**config.mk**
```make
export PLATFORM = sky130hd
export DESIGN_NAME = cfg_window
export DESIGN_NICKNAME = d
export VERILOG_FILES = /design/src/rtl/cfg_window_pkg.sv /design/src/rtl/cfg_index_decode.sv /design/src/rtl/cfg_arm_tracker.sv /design/src/rtl/cfg_reg_bank.sv /design/src/rtl/cfg_window.sv
export SDC_FILE = /design/constraint.sdc
export NUM_CORES = 1
export LEC_CHECK = 0
export ABC_CLOCK_PERIOD_IN_PS = 2500
export BUFFER_PORTS_ARGS = -buffer_cell sky130_fd_sc_hd__buf_2
export CORE_MARGIN = 1.5
export CORE_UTILIZATION = 40
export CTS_CLUSTER_SIZE = 20
export DETAILED_ROUTE_END_ITERATION = 10
export PLACE_DENSITY = 0.58
export SYNTH_ARGS = -nofsm -noshare
export SYNTH_HDL_FRONTEND = slang
export SYNTH_HIERARCHICAL = 1
export SYNTH_SLANG_ARGS = --single-unit
```
**constraint.sdc**
```tcl
create_clock -name clk_i -period 2.5 [get_ports clk_i]
set_clock_uncertainty 0.1 [all_clocks]
set_input_delay 0.25 -clock clk_i [delete_from_list [all_inputs] [get_ports clk_i]]
set_output_delay 0.25 -clock clk_i [all_outputs]
set_load 0.01 [all_outputs]
```
**src/rtl/cfg_window_pkg.sv**
```systemverilog
package cfg_window_pkg;
  localparam int unsigned REG_W   = 8;
  localparam int unsigned MAP_W   = 4;
  localparam int unsigned RGN_NUM = 3;

  localparam logic [REG_W-1:0] IDX_CTL1 = 8'hC1;
  localparam logic [REG_W-1:0] IDX_CTL2 = 8'hC2;
  localparam logic [REG_W-1:0] IDX_CTL3 = 8'hC3;
  localparam logic [REG_W-1:0] IDX_CTL4 = 8'hC4;
  localparam logic [REG_W-1:0] IDX_RGN0 = 8'hCD;
  localparam logic [REG_W-1:0] IDX_ID0  = 8'hFE;
  localparam logic [REG_W-1:0] IDX_ID1  = 8'hFF;
  localparam logic [REG_W-1:0] IDX_PERF = 8'h20;
  localparam logic [REG_W-1:0] IDX_PWR  = 8'hF0;

  localparam logic [MAP_W-1:0] MAP_OPEN = 4'b0001;

  typedef enum logic [1:0] {
    CYC_OTHER = 2'd0,
    CYC_INDEX = 2'd1,
    CYC_DATA  = 2'd2
  } cyc_kind_e;

  function automatic logic in_base_range(input logic [REG_W-1:0] idx);
    return (idx[7:4] == 4'hC) || (idx[7:1] == 7'h7F);
  endfunction
endpackage

```
**src/rtl/cfg_index_decode.sv**
```systemverilog
module cfg_index_decode
  import cfg_window_pkg::*;
(
  input  logic [REG_W-1:0] idx_i,
  input  logic [MAP_W-1:0] map_i,
  output logic             accessible_o
);
  // open map claims the whole index space; otherwise only the base range
  always_comb accessible_o = in_base_range(idx_i) || (map_i == MAP_OPEN);
endmodule

```
**src/rtl/cfg_arm_tracker.sv**
```systemverilog
module cfg_arm_tracker
  import cfg_window_pkg::*;
(
  input  logic             clk_i,
  input  logic             rst_ni,
  input  logic             set_i,
  input  logic             clr_i,
  input  logic [REG_W-1:0] idx_i,
  output logic             armed_o,
  output logic [REG_W-1:0] idx_o
);
  always_ff @(posedge clk_i or negedge rst_ni) begin
    if (!rst_ni) begin
      armed_o <= 1'b0;
      idx_o   <= '0;
    end else if (set_i) begin
      armed_o <= 1'b1;
      idx_o   <= idx_i;
    end else if (clr_i) begin
      armed_o <= 1'b0;
    end
  end
endmodule

```
**src/rtl/cfg_reg_bank.sv**
```systemverilog
module cfg_reg_bank
  import cfg_window_pkg::*;
#(
  parameter logic [REG_W-1:0] ID0      = 8'h2D,
  parameter logic [REG_W-1:0] ID1      = 8'h12,
  parameter logic [2:0]       RECOV_RST = 3'd5
) (
  input  logic             clk_i,
  input  logic             rst_ni,
  input  logic             wr_en_i,
  input  logic [REG_W-1:0] idx_i,
  input  logic [REG_W-1:0] wdata_i,
  input  logic             priv_i,
  output logic [REG_W-1:0] rdata_o,
  output logic [MAP_W-1:0] map_o,
  output logic             lock_o
);
  logic [REG_W-1:0] ctl1_q, ctl2_q, ctl3_q, ctl4_q, perf_q, pwr_q;
  logic [REG_W-1:0] rgn_q [RGN_NUM];
  logic             guard;

  assign guard  = ctl3_q[0] && !priv_i;
  assign map_o  = ctl3_q[7:4];
  assign lock_o = ctl3_q[0];

  always_ff @(posedge clk_i or negedge rst_ni) begin
    if (!rst_ni) begin
      ctl1_q <= '0;
      ctl2_q <= '0;
      ctl3_q <= '0;
      ctl4_q <= {{(REG_W-3){1'b0}}, RECOV_RST};
      perf_q <= '0;
      pwr_q  <= '0;
    end else if (wr_en_i) begin
      unique case (idx_i)
        IDX_CTL1: ctl1_q <= guard ? {wdata_i[7:4], ctl1_q[3:1], wdata_i[0]} : wdata_i;
        IDX_CTL2: ctl2_q <= wdata_i;
        IDX_CTL3: ctl3_q <= {wdata_i[7:2], guard ? ctl3_q[1] : wdata_i[1],
                             ctl3_q[0] | wdata_i[0]};
        IDX_CTL4: ctl4_q <= wdata_i;
        IDX_PERF: perf_q <= wdata_i;
        IDX_PWR:  pwr_q  <= wdata_i;
        default: ;
      endcase
    end
  end

  for (genvar g = 0; g < RGN_NUM; g++) begin : g_rgn
    localparam logic [REG_W-1:0] MY_IDX = IDX_RGN0 + REG_W'(g);
    always_ff @(posedge clk_i or negedge rst_ni) begin
      if (!rst_ni)                                    rgn_q[g] <= '0;
      else if (wr_en_i && idx_i == MY_IDX && !guard)  rgn_q[g] <= wdata_i;
    end
  end

  always_comb begin
    rdata_o = '0;
    unique case (idx_i)
      IDX_CTL1: rdata_o = ctl1_q;
      IDX_CTL2: rdata_o = ctl2_q;
      IDX_CTL3: rdata_o = ctl3_q;
      IDX_CTL4: rdata_o = ctl4_q;
      IDX_PERF: rdata_o = perf_q;
      IDX_PWR:  rdata_o = pwr_q;
      IDX_ID0:  rdata_o = ID0;
      IDX_ID1:  rdata_o = ID1;
      default: begin
        for (int k = 0; k < RGN_NUM; k++)
          if (idx_i == IDX_RGN0 + REG_W'(k)) rdata_o = rgn_q[k];
      end
    endcase
  end
endmodule

```
**src/rtl/cfg_window.sv**
```systemverilog
module cfg_window
  import cfg_window_pkg::*;
#(
  parameter int unsigned      ADDR_W     = 16,
  parameter logic [ADDR_W-1:0] INDEX_PORT = 16'h0022,
  parameter logic [ADDR_W-1:0] DATA_PORT  = 16'h0023,
  parameter logic [7:0]       ID0        = 8'h2D,
  parameter logic [7:0]       ID1        = 8'h12
) (
  input  logic              clk_i,
  input  logic              rst_ni,
  input  logic              io_valid_i,
  input  logic [ADDR_W-1:0] io_addr_i,
  input  logic              io_write_i,
  input  logic [7:0]        io_wdata_i,
  input  logic              priv_i,
  output logic [7:0]        rdata_o,
  output logic              ext_req_o
);
  cyc_kind_e        kind;
  logic             idx_ok, idx_take, idx_reject, data_take;
  logic             armed;
  logic [REG_W-1:0] arm_idx, bank_rdata;
  logic [MAP_W-1:0] map;
  logic             lock;

  always_comb begin
    kind = CYC_OTHER;
    if (io_valid_i && io_addr_i == INDEX_PORT)     kind = CYC_INDEX;
    else if (io_valid_i && io_addr_i == DATA_PORT) kind = CYC_DATA;
  end

  cfg_index_decode i_decode (
    .idx_i        (io_wdata_i),
    .map_i        (map),
    .accessible_o (idx_ok)
  );

  assign idx_take   = (kind == CYC_INDEX) && io_write_i && idx_ok;
  assign idx_reject = (kind == CYC_INDEX) && io_write_i && !idx_ok;
  assign data_take  = (kind == CYC_DATA) && armed;

  cfg_arm_tracker i_arm (
    .clk_i   (clk_i),
    .rst_ni  (rst_ni),
    .set_i   (idx_take),
    .clr_i   (idx_reject || kind == CYC_DATA),
    .idx_i   (io_wdata_i),
    .armed_o (armed),
    .idx_o   (arm_idx)
  );

  cfg_reg_bank #(.ID0(ID0), .ID1(ID1)) i_bank (
    .clk_i   (clk_i),
    .rst_ni  (rst_ni),
    .wr_en_i (data_take && io_write_i),
    .idx_i   (arm_idx),
    .wdata_i (io_wdata_i),
    .priv_i  (priv_i),
    .rdata_o (bank_rdata),
    .map_o   (map),
    .lock_o  (lock)
  );

  assign ext_req_o = io_valid_i && !(idx_take || data_take);
  assign rdata_o   = (data_take && !io_write_i) ? bank_rdata : '0;
endmodule

```
==> impl_metrics.json <==
{
  "grt_pass1_vias": 3121,
  "vias_per_cell": 5.61,
  "post_route_cells_drive_above_1_share": 0.593,
  "root_buffer": "clkbuf_8",
  "ys_seq_elements": 81,
  "yosys_warnings": 6,
  "yosysSeqAreaShare": 0.492,
  "status": "complete, no violations",
  "grt_start_max_net_pins": 82,
  "fill_cells": 860,
  "drt_first_iter_violations": 99,
  "most-common-layout-cells": "mux2_2 (81), dfrtp_1 (74), buf_4 (36), buf_2 (36), a22oi_1 (16)",
  "wl_per_cell_um": 20.2,
  "worstSetupEndpointType": "primary output",
  "nets": 423,
  "clock_path_buffers": 2,
  "cts_tree": "yes",
  "ir_worst_vdd_v": 0.000286,
  "track_usage": 0.198,
  "worst_slew_pin_slew_ns": 0.775,
  "fin_tns_setup_ns": 0,
  "syn_inst": 319,
  "slew_violations": 0,
  "seq_area_um2": 2040,
  "core_area_um2": 9860,
  "async_reset_ff_frac": 1.00,
  "crit_type": "reg2out",
  "rows": 36,
  "clkTransAtPathRegs_ns": 0.08,
  "grt_pass1_wl_mm": 16.8,
  "dp.cells": 490,
  "synthTopCellsByArea": "dfrtp_1 (48%), mux2_2 (22%), a22oi_1 (3.3%)",
  "max-slew-margin-rel": 0.482,
  "start_util": 0.418,
  "cap_violations": 0,
  "io_pins": 38,
  "hold_class": "in2reg",
  "clock_latency_ns": 0.35,
  "cp-start-kind": "flip-flop",
  "grt-ovfl-total": 0,
  "fin_cells": 531,
  "placed_area_um2": 4520,
  "fin_util": 0.518,
  "postSynthNetCount": 348,
  "final_common_cell": "mux2_2",
  "synth-main-ff-cell": "dfrtp_1",
  "numCtsBuffers": 9,
  "fp.dieArea_um2": 10900,
  "fin_crit_ns": 2.47,
  "postRouteAntennaNets": 0,
  "final_cell_area_um2": 5110,
  "antenna_found_initial": 0,
  "synth_cell_types": 44,
  "drt-total-wl_mm": 10.7,
  "die_width_um": 105,
  "period_share": 0.987,
  "synth_edf_count": 0,
  "multi_input_area_um2": 2050,
  "dieHeight_um": 105,
  "netlist_area_um2": 4120,
  "p_leak_nw": 2.39,
  "area_growth_pct": 24.0,
  "synth.avg_cell_area_um2": 12.9,
  "max_freq_ghz": 0.405,
  "crit_required_ns": 2.15,
  "h-tree-depth": 3,
  "setup_viol": 0,
  "hold_violations": 0,
  "gp_congestion": 0.839,
  "port_buffers": 37,
  "worstPathArrival_ns": 2.12,
  "cts_sinks": 81,
  "diodes": 0,
  "power_density_nw_per_um2": 482,
  "num_vias": 2977,
  "path_max_fanout": 6,
  "drc_errors": 0,
  "rsz0062_at_grt": "yes",
  "dpl_worst_slack_ns": 0.126,
  "holdWs_ns": 0.214,
  "synth_area_leader_cell": "dfrtp_1",
  "yosys.area.top_type_share": 0.480,
  "fin_ws_ns": 0.0315,
  "drt-pass1-iter-count": 4,
  "dpl.hpwl_mm": 6.98,
  "power.total_mw": 2.46
}
==> logic make-up after synthesis <==
group | count (synthesis) | share of synthesized area
AOI/OAI and AO/OA | 59 | 0.108
and+or+nand+nor | 57 | 0.106
DFF | 81 | 0.492
muxes | 90 | 0.253
buffers and inverters | 32 | 0.0407
==> worst paths after layout <==
kind | startpoint | to | slack (ns) | cells after the start
min reg2reg | i_bank/ctl3_q[0]$_DFFE_PN0P_ | i_bank/ctl3_q[0]$_DFFE_PN0P_ | 0.41 | 1
max reg2reg | i_arm/idx_o[2]$_DFFE_PN0P_ | i_bank/rgn_q[0]$_DFFE_PN0P_ | 0.07 | 8
min | io_wdata_i[6] | i_arm/idx_o[6]$_DFFE_PN0P_ | 0.21 | 2
max in group asynchronous | rst_ni | i_bank/ctl4_q[2]$_DFFE_PN1P_ | 1.56 | 3
min in group asynchronous | rst_ni | i_bank/ctl1_q[5]$_DFFE_PN0P_ | 0.34 | 3
max | i_arm/idx_o[2]$_DFFE_PN0P_ | rdata_o[4] | 0.03 | 8
==> metal layers <==
| metal | vias to the layer above | track usage | share of wire | wire [um] |
|---|---|---|---|---|
| li1 | 1353 | - | - | - |
| met1 | 1514 | 0.263 | 0.45 | 4820 |
| met2 | 90 | 0.316 | 0.48 | 5150 |
| met3 | 20 | 0.0439 | 0.045 | 483 |
| met4 | 0 | 0.0744 | 0.025 | 267 |
| met5 | - | 0 | 0 | 0 |
==> registers in the layout, summed over array words and instances (netlist names) <==
name	cells
i_bank/rgn_q	24
i_arm/idx_o	8
i_bank/ctl3_q	8
i_bank/pwr_q	8
i_arm/armed_o	1
i_bank/ctl2_q	8
i_bank/perf_q	8
i_bank/ctl4_q	8
i_bank/ctl1_q	8
==> power by group <==
part | leakage (nW) | total [mW] | switching [mW] | internal (mW)
sequential | 1.12 | 1.31 | 0.00000352 | 1.31
combinational | 1.17 | 0.0927 | 0.0640 | 0.0287
clock | 0.106 | 1.06 | 0.474 | 0.589
==> cell type report <==
class | instances | share of cell area
inverters | 12 | 0.00954
clock inverters | 4 | 0.0149
flip-flops and latches | 81 | 0.398
well taps | 133 | 0.0326
repair buffers | 84 | 0.117
clock buffers | 11 | 0.0277
multi-input cells | 206 | 0.400
==> worst max-delay path, stage by stage (launching register included) <==
cell and delay (ns):
dfrtp_2 0.43, nand4_1 0.15, or3_4 0.40, buf_6 0.15, o22a_1 0.19, o311ai_2 0.09
inv_1 0.08, nor3_2 0.13, buf_2 0.14
==> repair_timing <==
item	4_1_cts	5_1_grt
hold buffers	1	0
setup endpoints to repair	8	32
cloned	0	2
hold endpoints to repair	79	0
resized for setup	15	37
pin swaps	5	24
buffers inserted	11	12
==> Yosys cell counts, types with 3 or more instances <==
cell type and instances:
dfrtp_1 79, and3_1 3, o22a_1 6, nor4b_2 4, a32oi_1 6, inv_1 11, nor2b_1 3, a21oi_1 6
a211oi_1 5, mux2_4 8, o311ai_0 5, mux2_2 81, a22oi_1 18, nor3_2 9, nand3_1 9, clkbuf_1 9
nand4_1 5, nor2_1 7, nand2_1 6, buf_6 4, buf_4 4
No activity file was read; power rests on OpenSTA's default activity.
